===== src/rtl/irq_group_combiner.sv =====
module irq_group_combiner #(
  parameter int G0_W   = 7,
  parameter int G1_W   = 3,
  parameter int G2_W   = 1,
  parameter int G3_W   = 11,
  parameter int DATA_W = 32,
  parameter int ADDR_W = 8,
  parameter logic [ADDR_W-1:0] STAT_OFS = 8'h04,
  parameter logic [ADDR_W-1:0] MASK_OFS = 8'h08
) (
  input  logic                                clk,
  input  logic                                rst_n,
  input  logic [G0_W+G1_W+G2_W+G3_W-1:0]      src_i,
  input  logic [ADDR_W-1:0]                   addr_i,
  input  logic                                wr_en_i,
  input  logic [DATA_W-1:0]                   wdata_i,
  output logic [DATA_W-1:0]                   rdata_o,
  output logic [3:0]                          irq_o
);
  localparam int N_SRC = G0_W + G1_W + G2_W + G3_W;
  localparam int N_GRP = 4;
  localparam int GRP_LO [N_GRP] = '{0, G0_W, G0_W + G1_W, G0_W + G1_W + G2_W};
  localparam int GRP_WD [N_GRP] = '{G0_W, G1_W, G2_W, G3_W};

  logic [N_SRC-1:0] src_q, pend_q, clr, rise, live;
  logic [G0_W-1:0]  mask_q;
  logic [N_GRP-1:0] irq_q;

  wire stat_wr = wr_en_i && (addr_i == STAT_OFS);
  wire mask_wr = wr_en_i && (addr_i == MASK_OFS);

  assign rise = src_i & ~src_q;
  assign clr  = stat_wr ? ~wdata_i[N_SRC-1:0] : '0;
  assign live = pend_q & {{(N_SRC-G0_W){1'b1}}, ~mask_q};

  always_ff @(posedge clk or negedge rst_n) begin
    if (!rst_n) begin
      src_q  <= '0;
      pend_q <= '0;
      mask_q <= '1;
    end else begin
      src_q  <= src_i;
      pend_q <= (pend_q & ~clr) | rise;
      if (mask_wr) mask_q <= wdata_i[G0_W-1:0];
    end
  end

  for (genvar g = 0; g < N_GRP; g++) begin : g_grp
    localparam int LO = GRP_LO[g];
    localparam int WD = GRP_WD[g];
    always_ff @(posedge clk or negedge rst_n) begin
      if (!rst_n) irq_q[g] <= 1'b0;
      else        irq_q[g] <= |live[LO +: WD];
    end
  end

  assign irq_o = irq_q;

  always_comb begin
    rdata_o = '0;
    if (addr_i == STAT_OFS)      rdata_o[N_SRC-1:0] = pend_q;
    else if (addr_i == MASK_OFS) rdata_o[G0_W-1:0]  = mask_q;
  end
endmodule


===== config.mk =====
export PLATFORM = sky130hd
export DESIGN_NAME = irq_group_combiner
export DESIGN_NICKNAME = d
export VERILOG_FILES = /design/src/rtl/irq_group_combiner.sv
export SDC_FILE = /design/constraint.sdc
export NUM_CORES = 1
export LEC_CHECK = 0
export ABC_AREA = 1
export BUFFER_PORTS_ARGS = -buffer_cell sky130_fd_sc_hd__buf_2
export CORE_UTILIZATION = 48
export DETAILED_ROUTE_END_ITERATION = 6
export PLACE_DENSITY = 0.79
export SKIP_LAST_GASP = 1
export SLEW_MARGIN = 20
export SYNTH_ARGS = -nofsm -noshare
export SYNTH_HDL_FRONTEND = slang
export SYNTH_SLANG_ARGS = --single-unit
export TNS_END_PERCENT = 10

===== constraint.sdc =====
create_clock -name clk -period 1.36 [get_ports clk]
set_input_delay 0.272 -clock clk [delete_from_list [all_inputs] [get_ports clk]]
set_output_delay 0.272 -clock clk [all_outputs]
set_load 0.02 [all_outputs]

-- After elaboration in Yosys (flattened, before gate mapping)
Index checks and enable logic that the tools add are counted.
- add/sub/neg operators: 0
- multipliers: 0
- div/mod/pow operators: 0
- magnitude comparators: 0
- equality and inequality tests: 2
- shifts and indexed selects: 0
- mux-type cells: 4
- bitwise logic cells: 8
- reduce and logical (&&, ||, !) cells: 5
- operator list (operator ; count):
    $and A22 B22 Y22 ; 3
    $not A22 Y22 ; 3
    $mux W22 ; 1
    $or A22 B22 Y22 ; 1
    $mux W15 ; 1
    $mux W7 ; 2
    $reduce_or A11 Y1 ; 1
    $eq A8 B3 Y1 const B ; 1
    $eq A8 B4 Y1 const B ; 1
    $not A7 Y7 ; 1
    $reduce_or A7 Y1 ; 1
    $reduce_or A3 Y1 ; 1
    $logic_and A1 B1 Y1 ; 2
- register bits: 55
- latch bits: 0
- bits in writable memories: 0
- ROM bits: 0
- input bits: 65
- memories: 0

-- Depth between registers and ports, before layout
Gate-level depths: netlist (run 1).
- word-level depth: 6
- depth in mapped cells: 8
- depth with buffers taken out: 7

-- Worst setup path before layout (run 1)
Ideal clock, no wire load.
- path kind: input to output
- start: in addr_i[1]
- end: out rdata_o[0]
- data arrival time: 1.233 ns
- data required time: 1.088 ns
- setup slack: -0.145 ns
- cell stages on the path: 5
- buffers on the path: 0
- cell sequence: nor2_1 nand2_2 nor2_8 inv_4 o21ai_0
- cells in the longest elaborated chain, start to end: 3
- RTL lines (what ; RTL line ; RTL):
    from (decl) ; 14 ; input logic [ADDR_W-1:0] addr_i,
    $eq A8 B4 Y1 ; 62 ; else if (addr_i == MASK_OFS) rdata_o[G0_W-1:0] = mask_q;
    $mux W7 ; 62 ;
    $mux W7 * ; 61 ; if (addr_i == STAT_OFS) rdata_o[N_SRC-1:0] = pend_q;
    to (decl) ; 17 ; output logic [DATA_W-1:0] rdata_o,
Mark *: on every way between the ends. The rest lies on a longest branch, timed or not.

-- Final worst setup path (run 1)
- start: reg mask_q[6]
- end: out rdata_o[6]
- cells in the longest elaborated chain, start to end: 2
- RTL lines (what ; RTL line ; RTL):
    from (decl) ; 26 ; logic [G0_W-1:0] mask_q;
    from (signal assigned) ; 44 ; if (mask_wr) mask_q <= wdata_i[G0_W-1:0];
    $mux W7 ; 62 ;
    $mux W7 ; 61 ;
No other way between the ends.

==> metrics.md, run 1 <==
| Metric | Value |
|---|---|
| Worst Path Class, Setup | `flop to primary output` |
| Leak pwr | `1.99 nW` |
| Final Wtd Congestion | `0.825` |
| Final-layout fill cell count | `432` |
| CP peak stage delay | `550 ps` |
| Startpoint class of the critical path | `flop` |
| Largest delay share family, worst path | `flip-flops` |
| Synth Instances | `304` |
| P&R area growth vs syn | `38.6%` |
| DR WL met3 | `212 um` |
| Metal2 WL | `3070 um` |
| Multi-input logic area | `957 um2` |
| Root Driver | `clkbuf_8` |
| CTS tree | `built` |
| Crit path arrival time | `1190 ps` |
| Avg Vias per Cell | `4.60` |
| Final setup fails | `22` |
| Proportion of layout cells with a drive suffix above 1 | `37.8%` |
| Die area | `5590 um2` |
| Die Ht | `74.8 um` |
| Placement Cell Area | `3080 um2` |
| Hold Crit Start | `src_i[3]` |
| Total GRT Usage | `21.0%` |
| CP Cell Sequence | `inv_1 -> o21ai_2 -> buf_6` |
| Status | `finished with violations` |
| Grt total ovfl | `0` |
| Worst reg2reg path startpoint | `mask_q[3]` |
| Vias in the first global route | `2037` |
| Critical Path Source | `mask_q[6]` |
| HP Class | `input port to flop` |
| Cts bufs inserted | `5` |
| PwrDens | `811 nW/um2` |
| Final hold vios | `0` |
| Site Rows | `26` |
| Final Cell Area | `3520 um2` |
| Antenna violations before repair | `0` |
| Max-slew violation count | `0` |
| Largest net degree at the start of global routing | `56` |
| CP Data Required Time | `1090 ps` |
| Final wirelength | `5680 um` |
| Nets | `464` |
| Synth Area in Simple Gates | `27.5%` |
| Critical path capture point type | `primary output` |
| Synth Area in XOR/XNOR | `0%` |
| Maxcap violations | `0` |
| First-pass GRT wire length | `8820 um` |
| Port Buffer Count | `80` |
| Count of buffer and inverter cells on the critical path | `2` |
| Synth Area in Compound Gates | `2.17%` |
| Htree depth | `2` |
| Final setup margin | `-97.1 ps` |
| Highest routed metal layer | `met4` |
| Failing checks | `setup timing` |
| Placed cells | `460` |
| Post-route ant nets | `0` |
| Core area | `5110 um2` |
| Routed len/inst | `12.1 um` |
| Largest family of logic cells by synthesized area | `simple AND/OR/NAND/NOR gates` |
| Metal-1 WL | `2250 um` |
| Synthesized cell area | `2540 um2` |
| Worst-path clk slew | `90 ps` |
| Reg area | `1390 um2` |
| Ports | `101` |
| Netlist cell types | `21` |
| Max frequency | `686 MHz` |
| DR vias | `2163` |
| Critical path's slowest cell | `dfstp_2` |
| DRC viols | `0` |
| RSZ-0062 raised after global routing | `true` |
| Worst-Skew Late Latency | `290 ps` |
| VDD IR-drop max | `0.886 mV` |
| TritonCTS Sinks | `55` |
| Adder-cell share of the synthesized area | `0%` |
| Final cycle utilization of the critical path | `107%` |
| Overall die width | `74.8 um` |
| N_diodes | `0` |
| Detailed placer's ending HPWL | `3760 um` |
| Non-Filler Instances | `470` |
| Clock Skews | `5.75 ps` |
| Yosys reg bits | `55` |
| Mean Syn Cell Area | `8.36 um2` |
| Register area share after synthesis | `54.5%` |
| Worst-path fanout max | `2` |
| Initial DRC Count | `80` |
| Mux contribution to synthesized area | `0%` |
| Initial Util | `49.8%` |
| Clk buf depth | `2` |
| Synth warn | `0` |
| Fin crit period | `1460 ps` |
| TritonRoute pass-1 iters | `5` |
cells in the mapped netlist:
master   count  area (um2)
nor2_2       6        37.5
buf_2        2        10.0
conb_1       1        3.75
inv_4        1        6.26
nand2_2      2        12.5
nor2_1      15        56.3
nor3_1       1        5.00
inv_2        1        3.75
nor2_8       1        20.0
o21ai_0     10        50.1
nand3_2     10         100
buf_6        2        22.5
nand3_1     22         110
buf_4       12        90.1
nor4_1       2        12.5
buf_8        1        15.0
nand2_1     92         345
inv_1       67         251
dfrtp_1     48        1200
dfstp_2      7         184
a21oi_1      1        5.00
cells in the final DEF (no fill, tap or decap):
cell	synthesis	layout
a21oi_1	1	1
dfrtp_1	48	48
o21ai_1	0	3
nor2_8	1	1
nor2_4	0	20
conb_1	1	10
buf_4	12	11
nor3_1	1	1
nand3_2	10	11
o21ai_2	0	4
clkbuf_1	0	1
buf_2	2	53
clkinv_2	0	1
nand2_1	92	92
inv_8	0	1
buf_6	2	27
o21ai_0	10	3
nand2_4	0	2
clkbuf_8	0	5
nor2_1	15	1
dlygate4sd3_1	0	1
inv_1	67	65
nor4_1	2	2
buf_12	0	4
dfstp_2	7	7
clkinvlp_4	0	1
inv_2	1	3
nand3_1	22	21
cells by family (layout without fill, tap and decap cells):
| kind of cell | after synthesis | after routing |
|---|---|---|
| other cells | 1 | 10 |
| simple gates | 151 | 151 |
| flops | 55 | 55 |
| compound gates | 11 | 11 |
| buf+inv | 86 | 173 |
state kept, by name (all words and copies together) (netlist names):
name / count
irq_o: 4
mask_q: 7
pend_q: 22
src_q: 22
final timing paths:
kind	to	slack (ps)	depth (start not counted)
max reg2reg	irq_o[0]	340	5
max	rdata_o[6]	-100	3
min in group asynchronous	pend_q[18]	520	3
max in group asynchronous	mask_q[4]	540	3
min reg2reg	irq_o[2]	420	0
min	src_q[3]	90	1
repair_timing:
action | 4_1_cts | 5_1_grt
cloned | 0 | 0
pin swaps | 13 | 5
endpoints found under the setup margin | 22 | 22
endpoints found under the hold margin | 48 | 0
hold buffers | 1 | 0
buffers inserted | 1 | 0
gates resized for setup | 84 | 15
stage by stage:
step	utilization [%]	hold WS [ps]	setup TNS (ps)	worst slack [ps]	total power, mW
2_1_floorplan	-	-23.6	-1300	-145	1.86
3_3_place_gp	60.3	292	-4470	-175	1.99
3_5_place_dp	60.3	293	-5380	-186	1.99
4_1_cts	67.8	81.2	-1690	-106	2.90
5_1_grt	69.0	72.3	-2670	-163	2.99
6_report	69.0	92.1	-1690	-97.1	2.86
per-layer routing:
layer	GRT usage (%)	up-vias
met4	7.34	0
met1	25.7	1015
met2	36.9	73
met3	4.15	12
li1	-	1063
met5	0	-
layout make-up:
class                   instances  share of cell area [%]
flip-flops and latches         55                    39.3
multi-input cells             172                    27.2
repair buffers                 96                    21.1
inverters                      69                    7.56
well taps                      70                    2.49
clock buffers                   6                    2.06
clock inverters                 2                   0.355
power breakdown:
| part | internal (mW) | total, mW | switching (mW) |
|---|---|---|---|
| sequential | 1.69 | 1.71 | 0.0181 |
| clock | 0.361 | 0.858 | 0.497 |
| combinational | 0.119 | 0.295 | 0.175 |
Power figures use the tool's default switching activity.
==> run 2, diff against run 1 <==
- CORE_UTILIZATION: 48 -> 35
- PLACE_DENSITY: 0.79 -> 0.61
==> run 2 against run 1 <==
Against the previous run:
- the flow still finishes with violations (setup timing)
- die area rose by 36%
- via count decreased by 3.4%
- worst hold slack worse by 6.2 ps
- sequential cell count is the same
- sequential power about the same
- clock power is 12% higher
- register-to-register slack got worse by 30 ps
- global-route usage decreased by 6.3 points
- combinational power fell by 1%
- setup slack got worse by 49 ps
- largest power group unchanged
==> metrics.md, run 2 (synthesis gave the netlist of run 1 again) <==
| Metric | Value |
|---|---|
| Initial DRC Count | `67 (-16%)` |
| Worst reg2reg path startpoint | `mask_q[3]` |
| Initial Util | `36.8% (-13 points)` |
| Detailed placer's ending HPWL | `4090 um (+8.8%)` |
| Maxcap violations | `0 (unchanged)` |
| Final setup margin | `-146 ps (-49.2 ps)` |
| Final cycle utilization of the critical path | `111% (+3.6 points)` |
| Antenna violations before repair | `0 (unchanged)` |
| Sw power | `0.688 mW (-0.24%)` |
| Ports | `101 (unchanged)` |
| Leak pwr | `2.02 nW (+1.2%)` |
| Port Buffer Count | `80 (unchanged)` |
| Int Pwr | `2.27 mW (+4.7%)` |
| Die area | `7610 um2 (+36%)` |
| Pre-CTS WS | `-254 ps (-67.8 ps)` |
| Critical path capture point type | `primary output` |
| Met1 Use GR | `18.2% (-7.5 points)` |
| Avg Vias per Cell | `4.16 (-9.6%)` |
| Final Cell Area | `3530 um2 (+0.14%)` |
| Site Rows | `30 (+15%)` |
| Clk buf depth | `2 (unchanged)` |
| Hold_ws | `85.9 ps (-6.19 ps)` |
| Vias in the first global route | `1936 (-5.0%)` |
| Largest regs | `pend_q x22, src_q x22, mask_q x7` |
| Non-Filler Instances | `502 (+6.8%)` |
| Multi-input logic area | `906 um2 (-5.4%)` |
| Status | `finished with violations` |
| Post-route ant nets | `0 (unchanged)` |
| Max-slew violation count | `0 (unchanged)` |
| Fin crit period | `1510 ps (+49.2 ps)` |
| TritonCTS Sinks | `55 (unchanged)` |
| DR vias | `2089 (-3.4%)` |
| RSZ-0062 raised after global routing | `true` |
| Worst Path Class, Setup | `input port to primary output` |
| Hold Path Cell Cnt | `1 (unchanged)` |
| Combinational power share | `9.8% (-0.5 points)` |
| Final hold vios | `0 (unchanged)` |
| Reg area | `1390 um2 (unchanged)` |
| VDD IR-drop max | `0.586 mV (-34%)` |
| P&R area growth vs syn | `38.8%` |
| Clock Skews | `4.95 ps (-0.802 ps)` |
| CP Data Required Time | `1090 ps (about the same)` |
| Core area | `6910 um2 (+35%)` |
| DRC viols | `0 (unchanged)` |
| Grt total ovfl | `0 (unchanged)` |
| Commonest non-fill, non-tap cell in the layout | `nand2_1` |
| Final wirelength | `5640 um (-0.67%)` |
| Worst reg2reg endpoint | `irq_o[0]` |
| Placed cells | `489 (+6.3%)` |
| Crit path arrival time | `1230 ps (+40 ps)` |
| Proportion of layout cells with a drive suffix above 1 | `36.7% (-1.1 points)` |
| Nets | `470 (+1.3%)` |
| CTS tree | `built` |
| N_diodes | `0 (unchanged)` |
| Root Driver | `clkbuf_8` |
| Fraction of power consumed by sequential logic | `57.6% (-2.1 points)` |
| Final Wtd Congestion | `0.803 (-2.7%)` |
| Worst-path fanout max | `6 (+4)` |
| Routed len/inst | `11.2 um (-7.0%)` |
| Met3 GRT Util | `3.41% (-0.74 points)` |
| Min-Delay Endpoint | `src_q[7]` |
| Cts bufs inserted | `5 (unchanged)` |
| First-pass GRT wire length | `8710 um (-1.3%)` |
| Largest net degree at the start of global routing | `56 (unchanged)` |
| Placement Cell Area | `3150 um2 (+2.2%)` |
| Worst-Skew Late Latency | `290 ps (about the same)` |
| Die Ht | `87.2 um (+17%)` |
| Total GRT Usage | `14.7% (-6.3 points)` |
| Total power | `2.96 mW (+3.5%)` |
| Switching share of total power | `23.3% (-0.87 points)` |
| Worst-path clk slew | `100 ps (about the same)` |
| Hold Crit Start | `src_i[7]` |
| Clk pwr share | `32.6% (+2.6 points)` |
| Htree depth | `2 (unchanged)` |
| TritonRoute pass-1 iters | `4 (-1)` |
| Final-layout fill cell count | `684 (+58%)` |
| Worst-case reg-to-reg path depth | `5 (unchanged)` |
| Global routing usage on met2 | `26.1% (-11 points)` |
| Failing checks | `setup timing` |
| Final setup fails | `22 (unchanged)` |
| Max frequency | `664 MHz (-3.3%)` |
| PwrDens | `838 nW/um2 (+3.4%)` |
| Overall die width | `87.2 um (+17%)` |
| Startpoint class of the critical path | `input port` |
| Commonest cells after routing, fill and taps aside | `92 x nand2_1, 67 x inv_1, 60 x buf_2, 48 x dfrtp_1, 21 x nand3_1` |
| Reg-to-reg slack, setup | `310 ps (-30 ps)` |
| Grt peak-use layer | `met2` |
| HP Class | `input port to flop` |
run 2: cell count changes in the layout (fill, tap and decap cells not counted), sizes merged:
| cell | delta |
|---|---|
| clkbuf | +1 |
| buf | +5 |
run 2: worst max-delay path: stages:
cell	delay, ps
buf_2	110
nor2_4	100
nand2_4	90
nor2_8	180
clkinv_8	110
buf_12	150
nor2_4	100
buf_6	120
run 2: metrics by stage:
stage	TNS, ps	utilization (%)
2_1_floorplan	-1300	-
6_report	-2480	51.1
5_1_grt	-3590	51.1
4_1_cts	-2010	48.7
3_5_place_dp	-5590	45.6
3_3_place_gp	-3920	45.6
run 2: area by class of cell:
type	count	share of cell area, %
Sequential cell	55	39.3
Timing Repair inverter	1	0.248
Multi-Input combinational cell	172	25.7
Inverter	69	7.70
Clock buffer	7	2.73
Timing Repair Buffer	101	20.8
Clock inverter	1	0.213
Tap cell	96	3.40
run 2: repair_timing:
action / 4_1_cts / 5_1_grt
hold endpoints to repair: 48 / 0
gates resized for setup: 30 / 39
buffers inserted: 2 / 1
endpoints found under the setup margin: 22 / 22
pin swaps: 5 / 5
hold buffers: 1 / 0
cloned: 0 / 1
run 2: power groups by stage:
stage                     Sequential (mW)  Clock [mW]  Combinational [mW]
after global placement               1.73           0               0.261
after CTS                            1.70        1.02               0.285
after detailed placement             1.74           0               0.265
final                                1.70       0.964               0.291
after global routing                 1.71        1.08               0.327
after floorplan                      1.73           0               0.131
run 2: worst max-delay path by stage:
stage | from | end | slack [ps] | depth (start not counted)
CTS | addr_i[7] | rdata_o[7] | -120 | 8
finish | addr_i[7] | rdata_o[8] | -150 | 8
floorplan | addr_i[1] | rdata_o[0] | -150 | 5
global placement | addr_i[7] | rdata_o[5] | -220 | 8
detailed placement | addr_i[7] | rdata_o[5] | -250 | 8
global route | addr_i[6] | rdata_o[8] | -190 | 8
run 2: layer usage:
metal / wire length [um] / share of wire (%) / up-vias
li1: - / - / 1071
met1: 2410 / 43 / 970
met2: 3020 / 54 / 46
met3: 182 / 3.2 / 2
met4: 30 / 0.53 / 0
met5: 0 / 0 / -
